--- src/rtl/sio_pkg.sv ---
package sio_pkg;
  typedef enum logic [1:0] {
    MODE_SYNC_MASTER = 2'b00,
    MODE_SYNC_SLAVE  = 2'b01,
    MODE_ASYNC7      = 2'b10,
    MODE_ASYNC8      = 2'b11
  } sio_mode_e;

  function automatic logic mode_is_async(sio_mode_e m);
    return m[1];
  endfunction
endpackage

--- src/rtl/sio_line_sync.sv ---
module sio_line_sync #(
  parameter int   STAGES  = 2,
  parameter logic RST_VAL = 1'b1
) (
  input  logic clk,
  input  logic rst_n,
  input  logic d,
  output logic q,
  output logic q_prev
);
  logic [STAGES:0] sh;

  always_ff @(posedge clk) begin
    if (!rst_n) sh <= {(STAGES+1){RST_VAL}};
    else        sh <= {sh[STAGES-1:0], d};
  end

  assign q      = sh[STAGES-1];
  assign q_prev = sh[STAGES];
endmodule

--- src/rtl/sio_async_tx.sv ---
module sio_async_tx #(
  parameter int DW    = 8,
  parameter int OS_LO = 8,
  parameter int OS_HI = 16
) (
  input  logic          clk,
  input  logic          rst_n,
  input  logic          tick,
  input  logic          div8,
  input  logic          seven,
  input  logic          start,
  input  logic [DW-1:0] data,
  output logic          busy,
  output logic          txd
);
  localparam int FW = DW + 2;
  localparam int CW = $clog2(OS_HI);
  localparam int LW = $clog2(FW + 1);
  localparam logic [CW-1:0] LAST_LO = CW'(OS_LO - 1);
  localparam logic [CW-1:0] LAST_HI = CW'(OS_HI - 1);

  logic [FW-1:0] sh;
  logic [CW-1:0] tcnt;
  logic [LW-1:0] left;
  logic [CW-1:0] last;

  assign last = div8 ? LAST_LO : LAST_HI;

  always_ff @(posedge clk) begin
    if (!rst_n) begin
      sh   <= '1;
      tcnt <= '0;
      left <= '0;
      busy <= 1'b0;
    end else if (start && !busy) begin
      sh   <= seven ? {2'b11, data[DW-2:0], 1'b0} : {1'b1, data, 1'b0};
      left <= seven ? LW'(FW - 1) : LW'(FW);
      tcnt <= '0;
      busy <= 1'b1;
    end else if (busy && tick) begin
      if (tcnt == last) begin
        tcnt <= '0;
        sh   <= {1'b1, sh[FW-1:1]};
        left <= left - 1'b1;
        if (left == LW'(1)) busy <= 1'b0;
      end else begin
        tcnt <= tcnt + 1'b1;
      end
    end
  end

  assign txd = sh[0];

  assert_tx_idle_high_R4: assert property (@(posedge clk) disable iff (!rst_n)
    !busy |-> txd);
  assert_tick_window_R6: assert property (@(posedge clk) disable iff (!rst_n)
    busy |-> (tcnt <= last));
endmodule

--- src/rtl/sio_async_rx.sv ---
module sio_async_rx #(
  parameter int DW    = 8,
  parameter int OS_LO = 8,
  parameter int OS_HI = 16
) (
  input  logic          clk,
  input  logic          rst_n,
  input  logic          en,
  input  logic          tick,
  input  logic          div8,
  input  logic          seven,
  input  logic          rxd,
  input  logic          rxd_fall,
  output logic          done,
  output logic          ferr,
  output logic [DW-1:0] data
);
  localparam int CW = $clog2(OS_HI);
  localparam int NW = $clog2(DW + 1);
  localparam logic [CW-1:0] LAST_LO = CW'(OS_LO - 1);
  localparam logic [CW-1:0] LAST_HI = CW'(OS_HI - 1);
  localparam logic [CW-1:0] HALF_LO = CW'(OS_LO / 2 - 1);
  localparam logic [CW-1:0] HALF_HI = CW'(OS_HI / 2 - 1);

  typedef enum logic [1:0] {R_IDLE, R_START, R_DATA, R_STOP} rx_st_e;

  rx_st_e        st;
  logic [CW-1:0] tcnt;
  logic [NW-1:0] nb;
  logic [DW-1:0] sh;
  logic [CW-1:0] last, half;
  logic [NW-1:0] nb_last;

  assign last    = div8 ? LAST_LO : LAST_HI;
  assign half    = div8 ? HALF_LO : HALF_HI;
  assign nb_last = seven ? NW'(DW - 2) : NW'(DW - 1);

  always_ff @(posedge clk) begin
    if (!rst_n) begin
      st   <= R_IDLE;
      tcnt <= '0;
      nb   <= '0;
      sh   <= '0;
      done <= 1'b0;
      ferr <= 1'b0;
      data <= '0;
    end else begin
      done <= 1'b0;
      if (!en) begin
        st <= R_IDLE;
      end else begin
        case (st)
          R_IDLE: if (rxd_fall) begin
            st   <= R_START;
            tcnt <= '0;
          end
          R_START: if (tick) begin
            if (tcnt == half) begin
              if (!rxd) begin
                st   <= R_DATA;
                tcnt <= '0;
                nb   <= '0;
              end else begin
                st <= R_IDLE;
              end
            end else tcnt <= tcnt + 1'b1;
          end
          R_DATA: if (tick) begin
            if (tcnt == last) begin
              tcnt <= '0;
              sh   <= {rxd, sh[DW-1:1]};
              nb   <= nb + 1'b1;
              if (nb == nb_last) st <= R_STOP;
            end else tcnt <= tcnt + 1'b1;
          end
          default: if (tick) begin
            if (tcnt == last) begin
              st   <= R_IDLE;
              done <= 1'b1;
              ferr <= !rxd;
              data <= seven ? {1'b0, sh[DW-1:1]} : sh;
            end else tcnt <= tcnt + 1'b1;
          end
        endcase
      end
    end
  end

  assert_done_from_stop_R9: assert property (@(posedge clk) disable iff (!rst_n)
    done |-> $past(st == R_STOP));
  assert_seven_msb_zero_R7: assert property (@(posedge clk) disable iff (!rst_n)
    (done && seven) |-> !data[DW-1]);
endmodule

--- src/rtl/sio_sync_eng.sv ---
module sio_sync_eng #(
  parameter int DW = 8
) (
  input  logic          clk,
  input  logic          rst_n,
  input  logic          master,
  input  logic          tick,
  input  logic          ext_rise,
  input  logic          ext_fall,
  input  logic          rxd,
  input  logic          start,
  input  logic [DW-1:0] data,
  output logic          busy,
  output logic          txd,
  output logic          sclk_o,
  output logic          done,
  output logic [DW-1:0] rdata
);
  localparam int CNW = $clog2(DW);

  logic [DW-1:0]  tsh, rsh;
  logic [CNW-1:0] cnt;
  logic           fall_ev, rise_ev;

  assign fall_ev = busy && (master ? (tick && sclk_o)  : ext_fall);
  assign rise_ev = busy && (master ? (tick && !sclk_o) : ext_rise);

  always_ff @(posedge clk) begin
    if (!rst_n) begin
      tsh    <= '1;
      rsh    <= '0;
      cnt    <= '0;
      busy   <= 1'b0;
      sclk_o <= 1'b1;
      done   <= 1'b0;
      rdata  <= '0;
    end else begin
      done <= 1'b0;
      if (start && !busy) begin
        tsh    <= data;
        busy   <= 1'b1;
        cnt    <= '0;
        sclk_o <= 1'b1;
      end else if (fall_ev) begin
        if (master) sclk_o <= 1'b0;
        if (cnt != '0) tsh <= {1'b1, tsh[DW-1:1]};
      end else if (rise_ev) begin
        if (master) sclk_o <= 1'b1;
        rsh <= {rxd, rsh[DW-1:1]};
        if (cnt == CNW'(DW - 1)) begin
          busy  <= 1'b0;
          done  <= 1'b1;
          rdata <= {rxd, rsh[DW-1:1]};
        end else begin
          cnt <= cnt + 1'b1;
        end
      end
    end
  end

  assign txd = busy ? tsh[0] : 1'b1;

  assert_sclk_rests_high_R11: assert property (@(posedge clk) disable iff (!rst_n)
    !busy |-> sclk_o);
  assert_done_ends_word_R12: assert property (@(posedge clk) disable iff (!rst_n)
    done |-> (!busy && $past(busy)));
endmodule

--- src/rtl/sio_channel.sv ---
module sio_channel
  import sio_pkg::*;
#(
  parameter int DW          = 8,
  parameter int SYNC_STAGES = 2,
  parameter int OS_LO       = 8,
  parameter int OS_HI       = 16
) (
  input  logic          clk,
  input  logic          rst_n,
  input  logic          cfg_wr,
  input  logic [1:0]    cfg_mode_i,
  input  logic          cfg_ext_clk_i,
  input  logic          cfg_div8_i,
  output logic [1:0]    cfg_mode_o,
  output logic          cfg_ext_clk_o,
  output logic          cfg_div8_o,
  input  logic          baud_tick,
  input  logic          sclk_in,
  output logic          sclk_out,
  output logic          sclk_oe,
  output logic          txd,
  input  logic          rxd,
  input  logic          tx_valid,
  output logic          tx_ready,
  input  logic [DW-1:0] tx_data,
  output logic          rx_valid,
  input  logic          rx_ready,
  output logic [DW-1:0] rx_data,
  output logic          frame_err,
  output logic          overrun
);
  sio_mode_e mode_q;
  logic      ext_q, div8_q;

  always_ff @(posedge clk) begin
    if (!rst_n) begin
      mode_q <= MODE_ASYNC8;
      ext_q  <= 1'b0;
      div8_q <= 1'b0;
    end else if (cfg_wr) begin
      mode_q <= sio_mode_e'(cfg_mode_i);
      ext_q  <= cfg_ext_clk_i;
      div8_q <= cfg_div8_i;
    end
  end

  assign cfg_mode_o    = mode_q;
  assign cfg_ext_clk_o = ext_q;
  assign cfg_div8_o    = div8_q;

  logic rxd_s, rxd_p, sck_s, sck_p;
  sio_line_sync #(.STAGES(SYNC_STAGES), .RST_VAL(1'b1)) u_rxd_sync (
    .clk(clk), .rst_n(rst_n), .d(rxd), .q(rxd_s), .q_prev(rxd_p));
  sio_line_sync #(.STAGES(SYNC_STAGES), .RST_VAL(1'b1)) u_sck_sync (
    .clk(clk), .rst_n(rst_n), .d(sclk_in), .q(sck_s), .q_prev(sck_p));

  logic rxd_fall, sck_rise, sck_fall, is_async, seven, master, async_tick, accept;
  assign rxd_fall   = rxd_p && !rxd_s;
  assign sck_rise   = sck_s && !sck_p;
  assign sck_fall   = sck_p && !sck_s;
  assign is_async   = mode_is_async(mode_q);
  assign seven      = (mode_q == MODE_ASYNC7);
  assign master     = (mode_q == MODE_SYNC_MASTER);
  assign async_tick = ext_q ? sck_rise : baud_tick;
  assign accept     = tx_valid && tx_ready;

  logic          atx_busy, atx_txd, arx_done, arx_ferr;
  logic [DW-1:0] arx_data;
  logic          sy_busy, sy_txd, sy_done;
  logic [DW-1:0] sy_rdata;

  sio_async_tx #(.DW(DW), .OS_LO(OS_LO), .OS_HI(OS_HI)) u_atx (
    .clk(clk), .rst_n(rst_n), .tick(async_tick), .div8(div8_q), .seven(seven),
    .start(accept && is_async), .data(tx_data), .busy(atx_busy), .txd(atx_txd));

  sio_async_rx #(.DW(DW), .OS_LO(OS_LO), .OS_HI(OS_HI)) u_arx (
    .clk(clk), .rst_n(rst_n), .en(is_async), .tick(async_tick), .div8(div8_q),
    .seven(seven), .rxd(rxd_s), .rxd_fall(rxd_fall), .done(arx_done),
    .ferr(arx_ferr), .data(arx_data));

  sio_sync_eng #(.DW(DW)) u_sync (
    .clk(clk), .rst_n(rst_n), .master(master), .tick(baud_tick),
    .ext_rise(sck_rise), .ext_fall(sck_fall), .rxd(rxd_s),
    .start(accept && !is_async), .data(tx_data), .busy(sy_busy), .txd(sy_txd),
    .sclk_o(sclk_out), .done(sy_done), .rdata(sy_rdata));

  assign tx_ready = is_async ? !atx_busy : !sy_busy;
  assign txd      = is_async ? atx_txd : sy_txd;
  assign sclk_oe  = master;

  logic rdone;
  assign rdone = arx_done || sy_done;

  always_ff @(posedge clk) begin
    if (!rst_n) begin
      rx_valid  <= 1'b0;
      rx_data   <= '0;
      frame_err <= 1'b0;
      overrun   <= 1'b0;
    end else begin
      if (rdone) begin
        rx_valid <= 1'b1;
        rx_data  <= arx_done ? arx_data : sy_rdata;
      end else if (rx_ready) begin
        rx_valid <= 1'b0;
      end
      if (cfg_wr) begin
        frame_err <= 1'b0;
        overrun   <= 1'b0;
      end else begin
        if (arx_done && arx_ferr)           frame_err <= 1'b1;
        if (rdone && rx_valid && !rx_ready) overrun   <= 1'b1;
      end
    end
  end

  assert_accept_blocks_R13: assert property (@(posedge clk) disable iff (!rst_n)
    (accept && !cfg_wr) |=> !tx_ready);
  assert_rx_hold_R13: assert property (@(posedge clk) disable iff (!rst_n)
    (rx_valid && !rx_ready && !rdone) |=> (rx_valid && $stable(rx_data)));
  assert_overrun_needs_full_R10: assert property (@(posedge clk) disable iff (!rst_n)
    $rose(overrun) |-> $past(rx_valid));
  assert_async_idle_line_R4: assert property (@(posedge clk) disable iff (!rst_n)
    (is_async && tx_ready) |-> txd);
endmodule

--- config.mk ---
export PLATFORM = sky130hd
export DESIGN_NAME = sio_channel
export DESIGN_NICKNAME = d
export VERILOG_FILES = /design/src/rtl/sio_pkg.sv /design/src/rtl/sio_line_sync.sv /design/src/rtl/sio_async_tx.sv /design/src/rtl/sio_async_rx.sv /design/src/rtl/sio_sync_eng.sv /design/src/rtl/sio_channel.sv
export SDC_FILE = /design/constraint.sdc
export NUM_CORES = 1
export LEC_CHECK = 0
export BUFFER_PORTS_ARGS = -buffer_cell sky130_fd_sc_hd__buf_2
export CORE_ASPECT_RATIO = 1.25
export CORE_MARGIN = 4
export CORE_UTILIZATION = 33
export DETAILED_ROUTE_END_ITERATION = 7
export PLACE_DENSITY = 0.52
export SKIP_CTS_REPAIR_TIMING = 1
export SLEW_MARGIN = 10
export SYNTH_ARGS = -nofsm -noshare
export SYNTH_HDL_FRONTEND = slang
export SYNTH_SLANG_ARGS = --single-unit
--- constraint.sdc ---
create_clock -name clk -period 2.96 [get_ports clk]
set_input_delay 0 -clock clk [delete_from_list [all_inputs] [get_ports clk]]
set_output_delay 0 -clock clk [all_outputs]
set_load 0.02 [all_outputs]
==> results of run 1 <==
-- placed cells by master, fill, tap and decap left out, types with 2 or more instances in the layout --
cell	n
a211oi_1	2
a21oi_1	35
a31oi_1	10
and2_1	2
and3_1	7
buf_2	38
buf_4	8
clkbuf_16	9
dfxtp_1	96
dlygate4sd3_1	13
ha_1	13
inv_1	13
mux2i_1	43
nand2_1	48
nand2b_1	7
nand3_1	5
nand3b_1	2
nand4_1	4
nand4_2	2
nor2_1	89
nor2b_1	3
nor3_1	12
nor3b_1	5
nor4_1	3
nor4b_1	2
o211ai_1	3
o21a_1	2
o21ai_0	17
o21ai_1	4
o22ai_1	2
o31ai_1	2
or2_1	2
or2_2	2
or3_1	3
xnor2_1	5
xor2_1	6
-- cell usage after synthesis (5+ instances only) --
master / count / share of area
nor3_1: 12 / 0.013
and3_1: 7 / 0.0098
clkbuf_1: 18 / 0.015
nand3_1: 5 / 0.0056
xor2_1: 6 / 0.012
o21ai_0: 17 / 0.019
nand2b_1: 7 / 0.0098
nor2_1: 89 / 0.075
nor3b_1: 5 / 0.0084
nand2_1: 48 / 0.040
ha_1: 13 / 0.036
a31oi_1: 10 / 0.014
dfxtp_1: 96 / 0.43
xnor2_1: 5 / 0.0098
inv_1: 13 / 0.011
a21oi_1: 35 / 0.039
mux2i_1: 43 / 0.097
-- state kept, by name (all words and copies together), names as in the netlist, 2 cells and up --
signal,flops
u_arx.st,2
u_atx.tcnt,4
u_arx.data,8
u_atx.left,4
u_rxd_sync.sh,3
u_sck_sync.sh,3
u_sync.rsh,7
u_arx.tcnt,4
u_arx.nb,4
u_sync.cnt,3
rx_data,8
u_sync.tsh,8
u_arx.sh,8
cfg_mode_o,2
u_atx.sh,9
u_sync.rdata,8
-- worst min path at each step --
| stage | from | end | depth (start not counted) |
|---|---|---|---|
| 3_5_place_dp | sclk_in | u_sck_sync.sh[0] | 2 |
| 2_1_floorplan | rxd | u_rxd_sync.sh[0] | 1 |
| 5_1_grt | tx_data[1] | u_atx.sh[2] | 3 |
| 4_1_cts | rxd | u_rxd_sync.sh[0] | 2 |
| 6_report | tx_data[1] | u_atx.sh[2] | 3 |
| 3_3_place_gp | sclk_in | u_sck_sync.sh[0] | 2 |
-- cell families after synthesis --
kind of cell,Yosys count
flops,96
simple gates,212
buf+inv,46
fa+ha+maj,13
compound gates,90
xor+xnor,11
mux,43
-- per-stage QoR --
stage	util	hold WS (ns)	std cells
2_1_floorplan	-	0.1015	511
3_3_place_gp	0.3577	0.1953	696
3_5_place_dp	0.3577	0.2006	696
4_1_cts	0.3800	-0.1588	710
5_1_grt	0.3898	0.003357	723
6_report	0.3898	-0.01834	723
-- metal layers --
layer,global-route usage,vias to the layer above,share of wire
met4,0.04208,0,0.016
met2,0.2450,45,0.49
met1,0.1705,1677,0.47
met5,0,-,0
met3,0.03797,13,0.030
li1,-,1835,-
-- power by group through the flow --
stage,clock network (W),logic (W),registers (W)
final,0.00117,0.000241,0.00134
after global routing,0.00126,0.000269,0.00134
after CTS,0.00120,0.000230,0.00134
after detailed placement,0,0.000229,0.00137
after global placement,0,0.000226,0.00137
after floorplan,0,0.000171,0.00136
-- critical path: stages (launching register included) --
cell	delay (ns)
dfxtp_1	0.42
inv_1	0.11
ha_1	0.37
nor2_1	0.28
a31oi_1	0.19
nor3_4	0.29
or4b_1	0.45
a21oi_1	0.14
-- layout make-up --
type                       instances  area [um2]  area share
clock inverter                     4       55.05     0.01067
timing repair buffer              59       380.4     0.07375
multi-input combinational        369        2295      0.4449
tap                              171       214.0     0.04148
sequential                        96        1922      0.3726
clock buffer                      10       239.0     0.04634
inverter                          14       52.55     0.01019
==> metrics, run 1 <==
Setup-failing EPs final=0; Seq cells post-synth=96; CP startpoint kind=register; initial antenna violation count=0; ratio of cells with drive above 1 in the final layout=0.1377; period utilization=0.7879; max-slew violation count=0; area grow syn2layout=15.72%; total grt overflow=0; Clock Skew=0.007107 ns; compound-gate portion of the synthesized area=0.1246; Starting Density=0.3368; clk root buf=clkbuf_16; worst r2r dst=u_arx.tcnt[3]; Die Wd=111.9 um; Synth Area in Adders=0.03650; full die area=15440 um2; Cell Pwr Density=533.1 nW/um2; post-route DRC violation count=0; Net Sw Frac=0.2406; vias per inst=4.938; largest family of logic cells by synthesized area=simple AND/OR/NAND/NOR gates; Post-DRT Antenna Nets=0; CP required=3.23 ns; peak supply drop=0.3313 mV; Syn. warnings=0; Max clock buf depth=2; Post-Synth Simple-Gate Area=0.2355; number of synthesized flops with an enable pin=0; placed instance area=4733 um2; internal power=0.002088 W; sequential share of power=0.488; Syn Std Cell Area=4457 um2; Filler cells=1383; Clock Latency Late Sink=0.34 ns; type of the worst setup path=register to register; post-layout min period=2.332 ns; crit path from=u_arx.st[0]; Max-slew headroom=0.5374; fin nets=582; I/O pin count=39; WL per Instance=14.26 um; cell count after synthesis=511; global-route wire length before repair=17.52 mm; wirelength, routed=10.31 mm; CTS buffer count=9; Mapped Avg Cell Area=8.722 um2; Clock Sinks=96; mux cell area share after synthesis=0.09657; reg2reg path depth=7; dpl hpwl=7.225 mm; crit path capture=u_arx.tcnt[3]; design area=5157 um2; Fmax=428.8 MHz; Total Power=0.002749 W; Via Count=3570; H-tree Lvls=3; Critical Path AT=2.60 ns; Async S/R FF share, synth=0; Final Worst Setup Slack=0.6279 ns; worst min-delay path class=input pin to register; sw power=0.0006614 W; Post-Synth XOR/XNOR Area=0.02162; Clk pwr share=0.425; DRT Pass-1 Iters=4; syn nets=544; via count of the first global-routing pass=3555; 1st-iter DRT viols=184; failing checks=hold timing; r2r setup slk=0.63 ns; pre-CTS setup slack=0.6384 ns; PortBufs=38; CP Capture Type=register; Primary FF master, synth=dfxtp_1; Comb pwr share=0.088; largest net degree at the start of global routing=40; final hold vios=2; RSZ-0062 raised after global routing=no; height of the die=137.9 um; crit path max fanout=12; Inserted Diodes=0; measured slew at the worst slew-check pin=0.6929 ns; Final Hold Slack=-0.01834 ns; status=complete, but fails checks; Rows=47; r2r startpoint=u_arx.st[0]; Leak=2.226 nW; CTS clk-pin slew, worst paths=0.07 ns; all-layer global routing usage=0.1406; Max Cap Viol=0; register area share after synthesis=0.4312; TritonCTS clock tree=built; RePlAce Congestion=0.7893; Setup TNS Final=0 ns; CORE AREA=13230 um2; post-synth cell types=67
Note: power is estimated with default switching activity, not from simulation.
==> inputs of run 2 (changes only) <==
==> constraint.sdc (replaced) <==
create_clock -name clk -period 2.33 [get_ports clk]
set_input_delay 0 -clock clk [delete_from_list [all_inputs] [get_ports clk]]
set_output_delay 0 -clock clk [all_outputs]
set_load 0.02 [all_outputs]
==> run 2 against run 1 <==
  * The run still ends with hold timing left
  * Sequential cell count is the same
  * Highest routed layer unchanged
  * Register-to-register slack lost 0.52 ns
  * Combinational power grew 28%
  * Die area is the same
  * Cell count grew 0.41%
  * Sequential power grew 28%
  * Critical endpoint is now u_arx.nb[2]
  * Count of clock-buffer cells in the layout is the same
==> metrics, run 2 (synthesis results as in run 1) <==
status=complete, but fails checks (unchanged); failing checks=hold timing (unchanged); Inserted Diodes=0 (unchanged); CTS buffer count=9 (unchanged); ratio of cells with drive above 1 in the final layout=0.1495 (was 0.1377); worst min-delay path class=input pin to register (unchanged); CORE AREA=13230 um2 (unchanged); Fmax=450.3 MHz (was 428.8 MHz); Rows=47 (unchanged); Die Wd=111.9 um (unchanged); crit path max fanout=7 (was 12); met3 Use GR=0.03667 (was 0.03797); 1st-iter DRT viols=254 (was 184); total grt overflow=0 (unchanged); post-layout min period=2.221 ns (was 2.332 ns); Cell Pwr Density=665.5 nW/um2 (was 533.1 nW/um2); max-slew violation count=0 (unchanged); measured slew at the worst slew-check pin=0.6883 ns (was 0.6929 ns); I/O pin count=39 (unchanged); crit path from=u_arx.st[0] (unchanged); GRT met1 Usage=0.1643 (was 0.1705); Leak=2.230 nW (was 2.226 nW); Clock Latency Late Sink=0.36 ns (was 0.34 ns); via count of the first global-routing pass=3441 (was 3555); Biggest register=u_atx.sh (unchanged); Starting Density=0.3368 (unchanged); dpl hpwl=7.045 mm (was 7.225 mm); Clock Sinks=96 (unchanged); final hold vios=3 (was 2); full die area=15440 um2 (unchanged); wirelength, routed=10.10 mm (was 10.31 mm); most used routing layer=met2 (unchanged); RePlAce Congestion=0.8115 (was 0.7893); design area=5177 um2 (was 5157 um2); RSZ-0062 raised after global routing=no (unchanged); type of the worst setup path=register to register (unchanged); Final Worst Setup Slack=0.1094 ns (was 0.6279 ns); Clock Skew=0.01376 ns (was 0.007107 ns); H-tree Lvls=3 (unchanged); leading cell type in the layout, fill and taps excluded=dfxtp_1 (unchanged); worst r2r dst=u_arx.nb[2] (was u_arx.tcnt[3]); area of the multi-input gates=2302 um2 (was 2295 um2); fin nets=583 (was 582); Total Power=0.003446 W (was 0.002749 W); max FFs per register=9 (unchanged); Register Area=1923 um2 (was 1922 um2); Max Cap Viol=0 (unchanged); period utilization=0.9531 (was 0.7879); post-route DRC violation count=0 (unchanged); crit path capture=u_arx.nb[2] (was u_arx.tcnt[3]); Max clock buf depth=2 (unchanged); global-route wire length before repair=16.95 mm (was 17.52 mm); most frequent cells in the layout=95 x dfxtp_1, 88 x nor2_1, 48 x nand2_1 (was 96 x dfxtp_1, 89 x nor2_1, 48 x nand2_1); peak supply drop=0.5264 mV (was 0.3313 mV); clk root buf=clkbuf_16 (unchanged); CP Capture Type=register (unchanged); area grow syn2layout=16.17% (was 15.72%); initial antenna violation count=0 (unchanged); pre-CTS setup slack=0.1003 ns (was 0.6384 ns); PortBufs=38 (unchanged); CTS clk-pin slew, worst paths=0.07 ns (about the same); CP required=2.61 ns (was 3.23 ns); WL per Instance=13.92 um (was 14.26 um); vias per inst=4.921 (was 4.938); Setup TNS Final=0 ns (unchanged); CP startpoint kind=register (unchanged); TritonCTS clock tree=built (unchanged); reg2reg path depth=8 (was 7); Max-slew headroom=0.5405 (was 0.5374); Filler cells=1331 (was 1383); Setup-failing EPs final=0 (unchanged); r2r startpoint=u_arx.st[0] (unchanged); DRT Pass-1 Iters=4 (unchanged); placed instance area=4761 um2 (was 4733 um2); Final Hold Slack=-0.02748 ns (was -0.01834 ns); all-layer global routing usage=0.1378 (was 0.1406); height of the die=137.9 um (unchanged); Critical Path AT=2.50 ns (was 2.60 ns); r2r setup slk=0.11 ns (was 0.63 ns); largest net degree at the start of global routing=35 (was 40); GR Util met2=0.2357 (was 0.2450); Post-DRT Antenna Nets=0 (unchanged); Via Count=3573 (was 3570)
==> run 2: area by class of cell <==
| type | count | area share |
|---|---|---|
| inverters | 14 | 0.01015 |
| multi-input cells | 369 | 0.4447 |
| clock inverters | 6 | 0.009425 |
| well taps | 171 | 0.04132 |
| repair buffers | 60 | 0.07685 |
| clock buffers | 10 | 0.04616 |
| flip-flops and latches | 96 | 0.3714 |
==> run 2: report_power, final <==
group	total, W	leakage, nW	switching [W]	internal (W)
logic	0.000308	1.32	0.000180	0.000129
registers	0.00171	0.779	0.0000334	0.00167
clock network	0.00143	0.132	0.000667	0.000764
total	0.00345	2.23	0.000880	0.00257
==> run 2: layer usage <==
metal	wire (um)	share of wire
met1	4692	0.46
met3	335	0.033
met4	195	0.019
met2	4882	0.48
met5	0	0
==> run 2: worst min path at each step <==
stage / from / endpoint / slack [ns] / cells after the start
after floorplan: rxd / u_rxd_sync.sh[0] / 0.10 / 1
final: tx_data[4] / u_atx.sh[5] / -0.03 / 3
after global routing: tx_data[2] / u_atx.sh[3] / 0.01 / 3
after CTS: rxd / u_rxd_sync.sh[0] / -0.19 / 2
after detailed placement: rxd / u_rxd_sync.sh[0] / 0.19 / 2
after global placement: rxd / u_rxd_sync.sh[0] / 0.19 / 2
==> run 2: metrics by stage <==
step	util	std cells	hold WS (ns)
after detailed placement	0.3598	698	0.1855
final	0.3913	726	-0.02748
after CTS	0.3816	714	-0.1935
after global placement	0.3598	698	0.1906
after floorplan	-	511	0.1015
after global routing	0.3913	726	0.01488
==> run 2: worst max-delay path, stage by stage, from the launching register on <==
cell and delay [ns]:
dfxtp_1 0.42, inv_1 0.11, ha_1 0.31, nor4b_4 0.25, a211oi_2 0.08, o21a_4 0.25, or2_1 0.21, or3b_1 0.38
a21oi_1 0.14
